### config.mk
export PLATFORM = sky130hd
export DESIGN_NAME = pc_sequencer
export DESIGN_NICKNAME = d
export VERILOG_FILES = /design/src/rtl/pcseq_pkg.sv /design/src/rtl/pcseq_ctrl.sv /design/src/rtl/pcseq_datapath.sv /design/src/rtl/pc_sequencer.sv
export SDC_FILE = /design/constraint.sdc
export NUM_CORES = 1
export LEC_CHECK = 0
export BUFFER_PORTS_ARGS = -buffer_cell sky130_fd_sc_hd__buf_4
export CAP_MARGIN = 20
export CORE_MARGIN = 5
export CORE_UTILIZATION = 40
export CTS_BUF_LIST = sky130_fd_sc_hd__clkbuf_8
export CTS_CLUSTER_SIZE = 40
export DETAILED_ROUTE_END_ITERATION = 10
export SLEW_MARGIN = 20
export SYNTH_ARGS = -nofsm -noshare
export SYNTH_HDL_FRONTEND = slang
export SYNTH_SLANG_ARGS = --single-unit
export TNS_END_PERCENT = 20
### constraint.sdc
create_clock -name clk -period 3.8 [get_ports clk]
set_clock_uncertainty 0.05 [all_clocks]
set_input_delay 0.38 -clock clk [delete_from_list [all_inputs] [get_ports clk]]
set_output_delay 0.38 -clock clk [all_outputs]
set_load 0.02 [all_outputs]
### src/rtl/pcseq_pkg.sv
package pcseq_pkg;

  typedef enum logic [1:0] {
    FLOW_NONE   = 2'b00,
    FLOW_BRANCH = 2'b01,
    FLOW_JUMP   = 2'b10,
    FLOW_RSVD   = 2'b11
  } flowKindE;

  typedef enum logic [1:0] {
    NXT_SEQ    = 2'b00,
    NXT_TARGET = 2'b01,
    NXT_VECTOR = 2'b10
  } nextSelE;

  typedef struct packed {
    logic    advance;        // update the fetch address this cycle
    logic    captureBranch;  // latch branch address and target
    logic    useJumpTarget;  // captured target comes from jump field
    nextSelE nextSel;        // source of next fetch address
    logic    raiseExc;       // write epc and cause
    logic    excInSlot;      // faulting instruction is a delay slot
  } seqStrobesT;

endpackage

### src/rtl/pcseq_ctrl.sv
module pcseq_ctrl
  import pcseq_pkg::*;
(
  input  logic       clk,
  input  logic       rstN,
  input  logic       stall,
  input  logic [1:0] flowKind,
  input  logic       cmpTaken,
  input  logic       excReq,
  output seqStrobesT strobes,
  output logic       flush
);

  logic slotQ, slotD;
  logic redirQ, redirD;
  logic isBranch, isJump, isCtl;

  assign isBranch = (flowKind == FLOW_BRANCH);
  assign isJump   = (flowKind == FLOW_JUMP);
  assign isCtl    = isBranch | isJump;

  always_comb begin
    strobes         = '0;
    strobes.nextSel = NXT_SEQ;
    slotD           = slotQ;
    redirD          = redirQ;
    if (!stall) begin
      strobes.advance = 1'b1;
      slotD           = 1'b0;
      redirD          = 1'b0;
      if (excReq) begin
        strobes.nextSel   = NXT_VECTOR;
        strobes.raiseExc  = 1'b1;
        strobes.excInSlot = slotQ;
      end else if (slotQ) begin
        // control-flow kind on a slot instruction is ignored
        strobes.nextSel = redirQ ? NXT_TARGET : NXT_SEQ;
      end else if (isCtl) begin
        strobes.captureBranch = 1'b1;
        strobes.useJumpTarget = isJump;
        slotD                 = 1'b1;
        redirD                = isJump | cmpTaken;
      end
    end
  end

  always_ff @(posedge clk) begin
    if (!rstN) begin
      slotQ  <= 1'b0;
      redirQ <= 1'b0;
    end else begin
      slotQ  <= slotD;
      redirQ <= redirD;
    end
  end

  assign flush = strobes.raiseExc;

endmodule

### src/rtl/pcseq_datapath.sv
module pcseq_datapath
  import pcseq_pkg::*;
#(
  parameter int          ADDR_W    = 32,
  parameter int          IMM_W     = 16,
  parameter int          JFIELD_W  = 26,
  parameter int          CODE_W    = 5,
  parameter logic [31:0] RESET_VEC = 32'hBFC0_0000,
  parameter logic [31:0] EXC_VEC   = 32'h8000_0080
) (
  input  logic                clk,
  input  logic                rstN,
  input  seqStrobesT          strobes,
  input  logic [IMM_W-1:0]    imm16,
  input  logic [JFIELD_W-1:0] jumpField,
  input  logic [CODE_W-1:0]   excCode,
  output logic [ADDR_W-1:0]   fetchPc,
  output logic [ADDR_W-1:0]   epc,
  output logic [ADDR_W-1:0]   causeReg
);

  localparam int WORD_SH   = 2;
  localparam int SEXT_W    = ADDR_W - IMM_W - WORD_SH;
  localparam int REGION_W  = ADDR_W - JFIELD_W - WORD_SH;
  localparam int CODE_LSB  = 2;
  localparam int CODE_MSB  = CODE_LSB + CODE_W - 1;
  localparam int SLOT_BIT  = ADDR_W - 1;
  localparam logic [ADDR_W-1:0] STEP = ADDR_W'(4);

  logic [ADDR_W-1:0] pcQ, pcD;
  logic [ADDR_W-1:0] branchPcQ;
  logic [ADDR_W-1:0] targetQ;
  logic [ADDR_W-1:0] epcQ;
  logic [ADDR_W-1:0] causeQ, causeD;
  logic [ADDR_W-1:0] slotPc;
  logic [ADDR_W-1:0] relTarget, absTarget, newTarget;
  logic [ADDR_W-1:0] wordOffset;

  assign slotPc     = pcQ + STEP;
  assign wordOffset = {{SEXT_W{imm16[IMM_W-1]}}, imm16, {WORD_SH{1'b0}}};
  assign relTarget  = slotPc + wordOffset;
  assign absTarget  = {slotPc[ADDR_W-1 -: REGION_W], jumpField, {WORD_SH{1'b0}}};
  assign newTarget  = strobes.useJumpTarget ? absTarget : relTarget;

  always_comb begin
    unique case (strobes.nextSel)
      NXT_TARGET: pcD = targetQ;
      NXT_VECTOR: pcD = EXC_VEC[ADDR_W-1:0];
      default:    pcD = slotPc;
    endcase
  end

  // cause register image: slot flag on top, code field low, zeros elsewhere
  for (genvar b = 0; b < ADDR_W; b++) begin : g_cause
    if (b == SLOT_BIT) begin : g_slot
      assign causeD[b] = strobes.excInSlot;
    end else if (b >= CODE_LSB && b <= CODE_MSB) begin : g_code
      assign causeD[b] = excCode[b-CODE_LSB];
    end else begin : g_zero
      assign causeD[b] = 1'b0;
    end
  end

  always_ff @(posedge clk) begin
    if (!rstN) begin
      pcQ       <= RESET_VEC[ADDR_W-1:0];
      branchPcQ <= '0;
      targetQ   <= '0;
      epcQ      <= '0;
      causeQ    <= '0;
    end else begin
      if (strobes.advance) pcQ <= pcD;
      if (strobes.captureBranch) begin
        branchPcQ <= pcQ;
        targetQ   <= newTarget;
      end
      if (strobes.raiseExc) begin
        epcQ   <= strobes.excInSlot ? branchPcQ : pcQ;
        causeQ <= causeD;
      end
    end
  end

  assign fetchPc  = pcQ;
  assign epc      = epcQ;
  assign causeReg = causeQ;

endmodule

### src/rtl/pc_sequencer.sv
module pc_sequencer
  import pcseq_pkg::*;
#(
  parameter logic [31:0] RESET_VEC = 32'hBFC0_0000,
  parameter logic [31:0] EXC_VEC   = 32'h8000_0080
) (
  input  logic        clk,
  input  logic        rstN,
  input  logic        stall,
  input  logic [1:0]  flowKind,
  input  logic        cmpTaken,
  input  logic [15:0] imm16,
  input  logic [25:0] jumpField,
  input  logic        excReq,
  input  logic [4:0]  excCode,
  output logic [31:0] fetchPc,
  output logic [31:0] epc,
  output logic [31:0] causeReg,
  output logic        flush
);

  seqStrobesT strobes;

  pcseq_ctrl u_ctrl (
    .clk      (clk),
    .rstN     (rstN),
    .stall    (stall),
    .flowKind (flowKind),
    .cmpTaken (cmpTaken),
    .excReq   (excReq),
    .strobes  (strobes),
    .flush    (flush)
  );

  pcseq_datapath #(
    .ADDR_W    (32),
    .IMM_W     (16),
    .JFIELD_W  (26),
    .CODE_W    (5),
    .RESET_VEC (RESET_VEC),
    .EXC_VEC   (EXC_VEC)
  ) u_dp (
    .clk       (clk),
    .rstN      (rstN),
    .strobes   (strobes),
    .imm16     (imm16),
    .jumpField (jumpField),
    .excCode   (excCode),
    .fetchPc   (fetchPc),
    .epc       (epc),
    .causeReg  (causeReg)
  );

endmodule

# Word level (Yosys, flattened, before mapping)
# Index checks and enable logic that the tools add are counted.
dict set report totals {
  word_cells 32
  input_bits 54
  ramBits 0
  memories 0
  ff_bits 136
  latch_bits 0
  mem_bits_ro 0
}
dict set report op_classes {
  bitwise 2
  eq_ne 4
  multipliers 0
  n_div 0
  reduce_logical 0
  shifts 0
  addsub 2
  magnitude_cmp 0
  mux 17
}
# cell n
set ops {}
lappend ops {{2-to-1 mux 32 bit} 2}
lappend ops {{case mux 32 bit (2 select lines)} 1}
lappend ops {{adder 32 x 3 -> 32 bit, second input constant} 1}
lappend ops {{adder 32 bit} 1}
lappend ops {{2-to-1 mux 2 bit} 6}
lappend ops {{2-to-1 mux 1 bit} 7}
lappend ops {{2-to-1 mux 7 bit} 1}
lappend ops {{== test 2 x 1 -> 1 bit, second input constant} 2}
lappend ops {{== test 2 bit, second input constant} 2}
lappend ops {{bitwise OR 1 bit} 2}

# Longest topological paths before layout
# Gate-level depths: netlist (run 1).
dict set report depth {
  word_depth 8
  depth_mapped 19
  mapped_depth_nobuf 17
}

# Modules after synthesis
# From an unflattened synthesis (run 1), not the netlist that was laid out.
dict set report hier_totals {
  cells_unflattened 978
  hier_area_um2 8094.0
}
# module n_inst cells_each area_each_um2 seq_area_each_um2
set by_module_without_submodules {}
lappend by_module_without_submodules {pcseq_datapath 1 959 7937.6 2682.6}
lappend by_module_without_submodules {pcseq_ctrl 1 19 156.4 40.0}

# Least setup slack after synthesis (run 1)
# Ideal clock, no wire load.
dict set report synth_timing {
  path_kind {flip-flop to flip-flop}
  from {register u_dp.pcQ[3], in the netlist u_dp.fetchPc[3]}
  to {register u_dp.targetQ[31]}
  synth_period_minus_slack_ns 4.147
  setup_ns 0.062
  t_arrival_ns 4.035
  n_path_buf 2
  path_slack_ns -0.347
  stages_incl_launch_ff 18
  t_required_ns 3.688
  path_cell_list {dfxtp_1 > ha_1 > nand4_1 > or4_1 > buf_6 > nor2_8 > nand2_1 > xnor2_1 > ha_1 > clkbuf_1 > and4_1 > a211o_1 > a221o_1 > a31oi_1 > o22ai_2 > xnor2_1 > or4b_1 > nand3_1}
}
dict set report synth_between {
  elab_chain_len 3
}
# element line_no
set synth_rtl {}
lappend synth_rtl {{start, declared} pcseq_datapath.sv:30} ;# logic [ADDR_W-1:0] pcQ, pcD;
lappend synth_rtl {{start signal, assigned} pcseq_datapath.sv:66} ;# pcQ <= RESET_VEC[ADDR_W-1:0];
lappend synth_rtl {{start signal, assigned} pcseq_datapath.sv:72} ;# if (strobes.advance) pcQ <= pcD;
lappend synth_rtl {{adder 32 x 3 -> 32 bit (*)} pcseq_datapath.sv:39} ;# assign slotPc = pcQ + STEP;
lappend synth_rtl {{adder 32 bit} pcseq_datapath.sv:41} ;# assign relTarget = slotPc + wordOffset;
lappend synth_rtl {{2-to-1 mux 32 bit (*)} pcseq_datapath.sv:43} ;# assign newTarget = strobes.useJumpTarget ? absTarget : relTarget;
lappend synth_rtl {{end signal, assigned} pcseq_datapath.sv:75} ;# targetQ <= newTarget;
lappend synth_rtl {{end, declared} pcseq_datapath.sv:32} ;# logic [ADDR_W-1:0] targetQ;
# Mark *: on every way between the ends. The rest lies on a longest branch, timed or not.
# A chain may end at the register's enable or synchronous reset.

# Final worst setup path (run 1)
dict set report layout_timing {
  from {register u_dp.pcQ[2], in the netlist u_dp.fetchPc[2]}
  to {register u_dp.targetQ[31]}
}
# Same word-level chain as after synthesis.

==> results of run 1 <==
metrics by stage:
| step | area, um^2 | power [uW] | util, % | setup TNS [ns] |
|---|---|---|---|---|
| finish | 10300 | 3530 | 50.7 | -0.0109 |
| CTS | 10200 | 3540 | 50.2 | -0.0608 |
| global route | 10300 | 3700 | 50.7 | -0.503 |
| detailed placement | 9730 | 2310 | 48.1 | -0.221 |
| global placement | 9730 | 2300 | 48.1 | -0.187 |
| floorplan | 8360 | 2060 | - | -0.0878 |
how the worst max path moves through the flow:
stage | startpoint | to | slack (ns) | cells after the start
global placement | u_dp.fetchPc[2] | u_dp.targetQ[31] | -0.17 | 16
global route | u_dp.fetchPc[2] | u_dp.targetQ[31] | -0.20 | 16
floorplan | u_dp.fetchPc[15] | u_dp.targetQ[31] | -0.09 | 17
finish | u_dp.fetchPc[2] | u_dp.targetQ[31] | -0.01 | 15
detailed placement | u_dp.fetchPc[2] | u_dp.targetQ[31] | -0.20 | 16
CTS | u_dp.fetchPc[2] | u_dp.targetQ[31] | -0.06 | 16
power by group through the flow:
stage / registers [uW] / clock network [uW] / logic [uW]
6_report: 1540 / 1230 / 759
5_1_grt: 1550 / 1320 / 826
4_1_cts: 1540 / 1260 / 741
3_5_place_dp: 1570 / 0 / 734
3_3_place_gp: 1570 / 0 / 731
2_1_floorplan: 1610 / 0 / 447
state kept, by name (all words and copies together) (netlist names):
signal / flops
u_dp.branchPcQ: 32
u_dp.epc: 32
u_dp.fetchPc: 32
u_dp.targetQ: 32
u_dp.causeReg: 6
u_ctrl.redirQ: 1
u_ctrl.slotQ: 1
repair_timing:
item / 4_1_cts / 5_1_grt
resized for setup: 8 / 19
endpoints found under the hold margin: 0 / 0
pin swaps: 1 / 19
setup endpoints to repair: 4 / 8
setup buffers: 0 / 1
logic make-up (layout without fill, tap and decap cells):
| group | count (synthesis) | after routing | synth area share [%] |
|---|---|---|---|
| mux | 28 | 28 | 3.42 |
| xor+xnor | 54 | 54 | 6.18 |
| simple gates | 301 | 301 | 16.6 |
| fa+ha+maj | 38 | 38 | 5.89 |
| buf+inv | 121 | 255 | 7.08 |
| flops | 136 | 136 | 33.2 |
| other cells | 1 | 26 | 0.0457 |
| compound gates | 302 | 302 | 27.5 |
final cells by class:
cell class / instances / area (um^2)
fill: 1971 / 9970
clock buffer: 17 / 234
clock inverter: 14 / 160
timing repair buffer: 205 / 1560
sequential: 136 / 2750
multi-input combinational: 749 / 5160
tap: 270 / 338
inverter: 19 / 71.3
worst max-delay path, cell delays in order, from the launching register on:
cell	delay, ns
dfxtp_4	0.36
ha_4	0.13
nand4_1	0.12
or4_4	0.56
nor2_4	0.10
xor2_1	0.20
ha_1	0.30
a21oi_2	0.15
o21ai_1	0.12
a211o_1	0.34
a221o_1	0.35
a31oi_4	0.20
o22ai_2	0.10
xnor2_1	0.14
or4b_1	0.46
nand3_1	0.09
cell usage in the layout, fill, tap and decap left out, types with 10 or more instances in the layout:
master	count
buf_4	202
nand2_1	180
dfxtp_1	122
a21boi_0	66
o211a_1	39
a21oi_1	38
ha_1	35
nand3_1	32
nor2_1	31
o21ai_0	31
mux2i_1	28
xnor2_1	28
o221ai_1	27
conb_1	26
inv_1	19
xor2_1	18
clkbuf_8	17
a21o_1	14
o211ai_1	13
dfxtp_2	12
a22oi_1	11
o21bai_1	10
per-layer routing:
| layer | share of wire (%) | routed length [um] | GRT usage, % |
|---|---|---|---|
| met5 | 0 | 0 | 0 |
| met4 | 1.2 | 301 | 5.01 |
| met3 | 6.1 | 1510 | 3.22 |
| met2 | 43 | 10500 | 30.1 |
| met1 | 50 | 12200 | 30.9 |
==> flow_summary.ini, run 1 <==
[yosys]
yosysWarningCount = 0
synth_top_area_cell = dfxtp_1
synth.distinct_cells = 74
avgSynthCellArea_um2 = 8.36
yosys-top-cells-count = nand2_1, dfxtp_1, a21boi_0, clkbuf_1, a21oi_1
netlist_area_mm2 = 0.00820
yosysSeqAreaShare_pct = 33.2
yosysMostFrequentCell = nand2_1
yosysTopAreaCellShare_pct = 33.2
synth_flop_cell = dfxtp_1
ys_ff_latch = 136
synthArstFlopShare_pct = 0
yosys-top-cells-area = dfxtp_1, nand2_1, a21boi_0, ha_1, o211a_1
synth-edff-count = 0
syn_inst = 981

[cells_and_area]
diodes = 0
drive_gt1_share_pct = 26.3
layout.nets = 1220
finalNonFillerCells = 1410
syn_to_final_growth_pct = 25.2

[floorplanning]
die_w_um = 153
die_y_um = 153
num_rows = 52
start_util_pct = 40.5
io_pins = 151
dieArea_mm2 = 0.0235
core_area_mm2 = 0.0202

[place]
place_inst = 1378
io_buffer_count = 124
dp_hpwl_um = 17300
place_congestion = 0.863
place_ws_ns = -0.202

[sta]
maxSlewHeadroom_pct = 52.6
finalHoldViolations = 0
hold_slack_ns = 0.132
tightest_slew_ns = 0.712
final.setup.worst_slack_ns = -0.0109
rsz0062_at_grt = true
post-route-period-util_pct = 100
slew_violations = 0
clock.fmax_mhz = 262
period_minus_slack_ns = 3.81
setup_viol = 1

[route]
wl_um = 24500
drtIter0Drc = 597
vias = 7555
drc = 0
drtPass1Iterations = 5
routedWlPerCell_um = 17.4
ant_nets = 0
routed_via_density = 5.36

[clock_network]
cts.sinks = 136
clk_latency_ns = 0.44
holdBufCountCts = 0
cts_made_buffers = 17
clockBufferDepth = 2
h-tree-depth = 4
cts-root-buf = clkbuf_8
path_clk_slew_ns = 0.09
cts_tree = built

[run]
drv_cap = 0

[min_path]
hold_start = excCode[0]
hp-class = input port to register
min_to = u_dp.causeReg[2]
min_path_cells = 3

[power_and_ir_drop]
sw_frac_of_total_pct = 30.3
pwr-share-comb_pct = 21.5
p_sw_uw = 1070
power.density_mw_per_mm2 = 343
p_int_uw = 2460
pwr-share-seq_pct = 43.7
clockPowerShare_pct = 34.8
peakVddDrop_uv = 206
leakagePower_uw = 0.00462

[global_routing]
grt_pass1_vias = 7135
antenna_found_initial = 0
gr-usage-all-layers_pct = 20.4
overflow = 0
grt_pass1_wl_um = 39100
grt_max_degree = 60

[critical_path]
reg2reg_depth = 15
cp.arrival_ns = 4.15
required_ns = 4.13
crit_type = register to register
worstPathMaxFanout = 3
r2r_end = u_dp.targetQ[31]
regToRegSetupSlack_ns = -0.01
r2r_start = u_dp.fetchPc[2]
crit_path_start_kind = register
crit_path_end_kind = register

[outcome]
status = finished, violations left
violations = negative setup slack
Power figures use the tool's default switching activity.
==> inputs of run 2 (changes only) <==
--- a/config.mk
+++ b/config.mk
@@ -5,6 +5,7 @@
 export SDC_FILE = /design/constraint.sdc
 export NUM_CORES = 1
 export LEC_CHECK = 0
+export ABC_AREA = 1
 export BUFFER_PORTS_ARGS = -buffer_cell sky130_fd_sc_hd__buf_4
 export CAP_MARGIN = 20
 export CORE_MARGIN = 5
==> run 2 against run 1 <==
Effect of this change: the run now ends clean; setup slack better by 0.34 ns; utilization is 2.7 points lower; die area increased by 5.3%; cell area down 0.94%; clock power barely moved; critical endpoint unchanged; largest cell class unchanged; largest power group unchanged.
==> flow_summary.ini, run 2 <==
[outcome]
status = finished, final reports clean

[floorplanning]
dieArea_mm2 = 0.0247
io_pins = 151
core_area_mm2 = 0.0212
num_rows = 53
start_util_pct = 41.0
die_w_um = 157
die_y_um = 157

[yosys]
syn_inst = 1338
synth_flop_cell = dfxtp_1
synthAdderAreaFrac_pct = 5.57
ys_ff_latch = 136
synth_top_area_cell = dfxtp_1
yosys-top-cells-count = nand2_1, inv_1, dfxtp_1, a21oi_1, o21ai_0
synthArstFlopShare_pct = 0
synth-edff-count = 0
yosysSeqAreaShare_pct = 31.4
synthSimpleGateAreaFrac_pct = 29.0
synth.distinct_cells = 47
yosysTopAreaCellShare_pct = 31.4
yosysWarningCount = 0
yosys-mux-area-fraction_pct = 0
synth_compound_area_share_pct = 18.5
synth-xor-area-share_pct = 3.12
synth_top_family_by_area = simple AND/OR/NAND/NOR gates
avgSynthCellArea_um2 = 6.48
yosys-top-cells-area = dfxtp_1, nand2_1, a21oi_1, inv_1, ha_1
netlist_area_mm2 = 0.00867
yosysMostFrequentCell = nand2_1

[clock_network]
h-tree-depth = 4
cts_tree = built
clockBufferDepth = 2
holdBufCountCts = 0
path_clk_slew_ns = 0.08
cts.sinks = 136
clk_latency_ns = 0.45
post-cts-setup-buffer-count = 0
cts-root-buf = clkbuf_8
cts_made_buffers = 17
cts_resized = 0

[cells_and_area]
final_cell_mix = nand2_1, buf_4, inv_1
syn_to_final_growth_pct = 17.4
diodes = 0
final_common_cell = nand2_1
multi_input_comb_area_mm2 = 0.00498
layout.nets = 1536
drive_gt1_share_pct = 14.3
design_area_mm2 = 0.0102
final_util_pct = 48.1
regArea_mm2 = 0.00272
n_fill_cell = 2266

[power_and_ir_drop]
leakagePower_uw = 0.00489
peakVddDrop_uv = 145
power.density_mw_per_mm2 = 366

[place]
place_congestion = 0.900
io_buffer_count = 124
dpl_cell_area_mm2 = 0.00977
dp_hpwl_um = 21200

[global_routing]
grt_use_met3_pct = 2.91
antenna_found_initial = 0
top_usage_layer = met2
grt_pass1_vias = 8198
gr-usage-all-layers_pct = 22.9
grt_use_met1_pct = 32.9
overflow = 0
gr-usage-met2_pct = 36.1
grt_pass1_wl_um = 45000
grt_max_degree = 92

[sta]
period_minus_slack_ns = 3.47
slew_violations = 0
clock.fmax_mhz = 288
setup_viol = 0
finalHoldViolations = 0
tightest_slew_ns = 1.02
maxSlewHeadroom_pct = 31.6
post-route-period-util_pct = 91.3
rsz0062_at_grt = false
setup_tns_ns = 0

[critical_path]
slowest_stage = dfxtp_1
cp.arrival_ns = 3.79
crit_path_end_kind = register
cpPeakStageDelay_ns = 0.42
worstPathCellList = ha_1 > nand2_1 > nor2_4 > nand3_4 > nor3_4 > nand4_1 > and2_1 > ha_1 > nand2_1 > nor2_1 > inv_1 > nor3_1 > nand2_1 > nand3_1 > nand2_1 > nand2_1 > nand2_1 > a21oi_1
r2r_end = u_dp.targetQ[31]
worstPathMaxFanout = 5
regToRegSetupSlack_ns = 0.33
crit_top_cell = nand2_1
reg2reg_depth = 18
required_ns = 4.12
r2r_start = u_dp.fetchPc[2]
crit_type = register to register
crit_path_start_kind = register

[min_path]
min_to = u_dp.causeReg[6]
hold_start = excCode[4]
hp-class = input port to register
min_path_cells = 3

[route]
wl_um = 28700
ant_nets = 0
routedWlPerCell_um = 16.6
routed_via_density = 5.10
drtIter0Drc = 611
drtPass1Iterations = 5
vias = 8825
drc = 0

[run]
drv_cap = 0
run 2: cell types whose count changed after synthesis, moves of 39 or more:
| cell | before | now |
|---|---|---|
| nor2_1 | 34 | 84 |
| a21boi_0 | 66 | 0 |
| inv_1 | 17 | 147 |
| nand2_1 | 183 | 408 |
| o211a_1 | 39 | 0 |
| o21ai_0 | 32 | 90 |
| a21oi_1 | 45 | 120 |
run 2: power by group:
part / switching (uW) / leakage [uW] / internal [uW]
Sequential: 65.8 / 0.00111 / 1500
Combinational: 591 / 0.00357 / 328
Clock: 611 / 0.000206 / 623
run 2: cell type report:
type                    instances  share of cell area (%)
well taps                     275                    3.38
multi-input cells             986                    49.0
clock buffers                  19                    2.57
flip-flops and latches        136                    26.8
repair buffers                152                    11.3
inverters                     151                    5.57
clock inverters                13                    1.41
run 2: cell families after synthesis:
kind of cell	after synthesis
adder cells (fa/ha/maj)	38
AO/OA/AOI/OAI	291
buffers and inverters	241
flip-flops	136
XOR/XNOR	30
AND/OR/NAND/NOR	601
other	1
run 2: worst max-delay path by stage:
| stage | startpoint | end | slack, ns | cells past startpoint |
|---|---|---|---|---|
| final | u_dp.fetchPc[2] | u_dp.targetQ[31] | 0.33 | 18 |
| after global routing | u_dp.fetchPc[2] | u_dp.targetQ[31] | 0.04 | 18 |
| after CTS | u_dp.fetchPc[2] | u_dp.targetQ[31] | 0.35 | 18 |
| after detailed placement | u_dp.fetchPc[2] | u_dp.targetQ[28] | 0.39 | 17 |
| after global placement | u_dp.fetchPc[18] | u_dp.targetQ[28] | 0.41 | 16 |
| after floorplan | u_dp.fetchPc[3] | u_dp.targetQ[31] | 0.84 | 18 |
run 2: worst max-delay path: cells and delay by family (launching register included):
| family | cells | cell delay [ns] |
|---|---|---|
| simple gates | 14 | 2.08 |
| fa+ha+maj | 2 | 0.62 |
| flops | 1 | 0.42 |
| compound gates | 1 | 0.13 |
| buf+inv | 1 | 0.10 |
run 2: per-stage QoR:
step / power, uW / setup WS (ns) / hold slack, ns / cells
after global routing: 3920 / 0.0419 / 0.0939 / 1732
after CTS: 3740 / 0.350 / 0.0799 / 1732
final: 3720 / 0.331 / 0.107 / 1732
after global placement: 2520 / 0.408 / 0.397 / 1700
after detailed placement: 2520 / 0.386 / 0.403 / 1700
after floorplan: 2210 / 0.839 / 0.391 / 1363
run 2: layer usage:
metal / vias to the layer above / routed length (um)
met3: 37 / 1580
met1: 4032 / 13800
met5: - / 0
li1: 4505 / -
met4: 0 / 531
met2: 251 / 12800
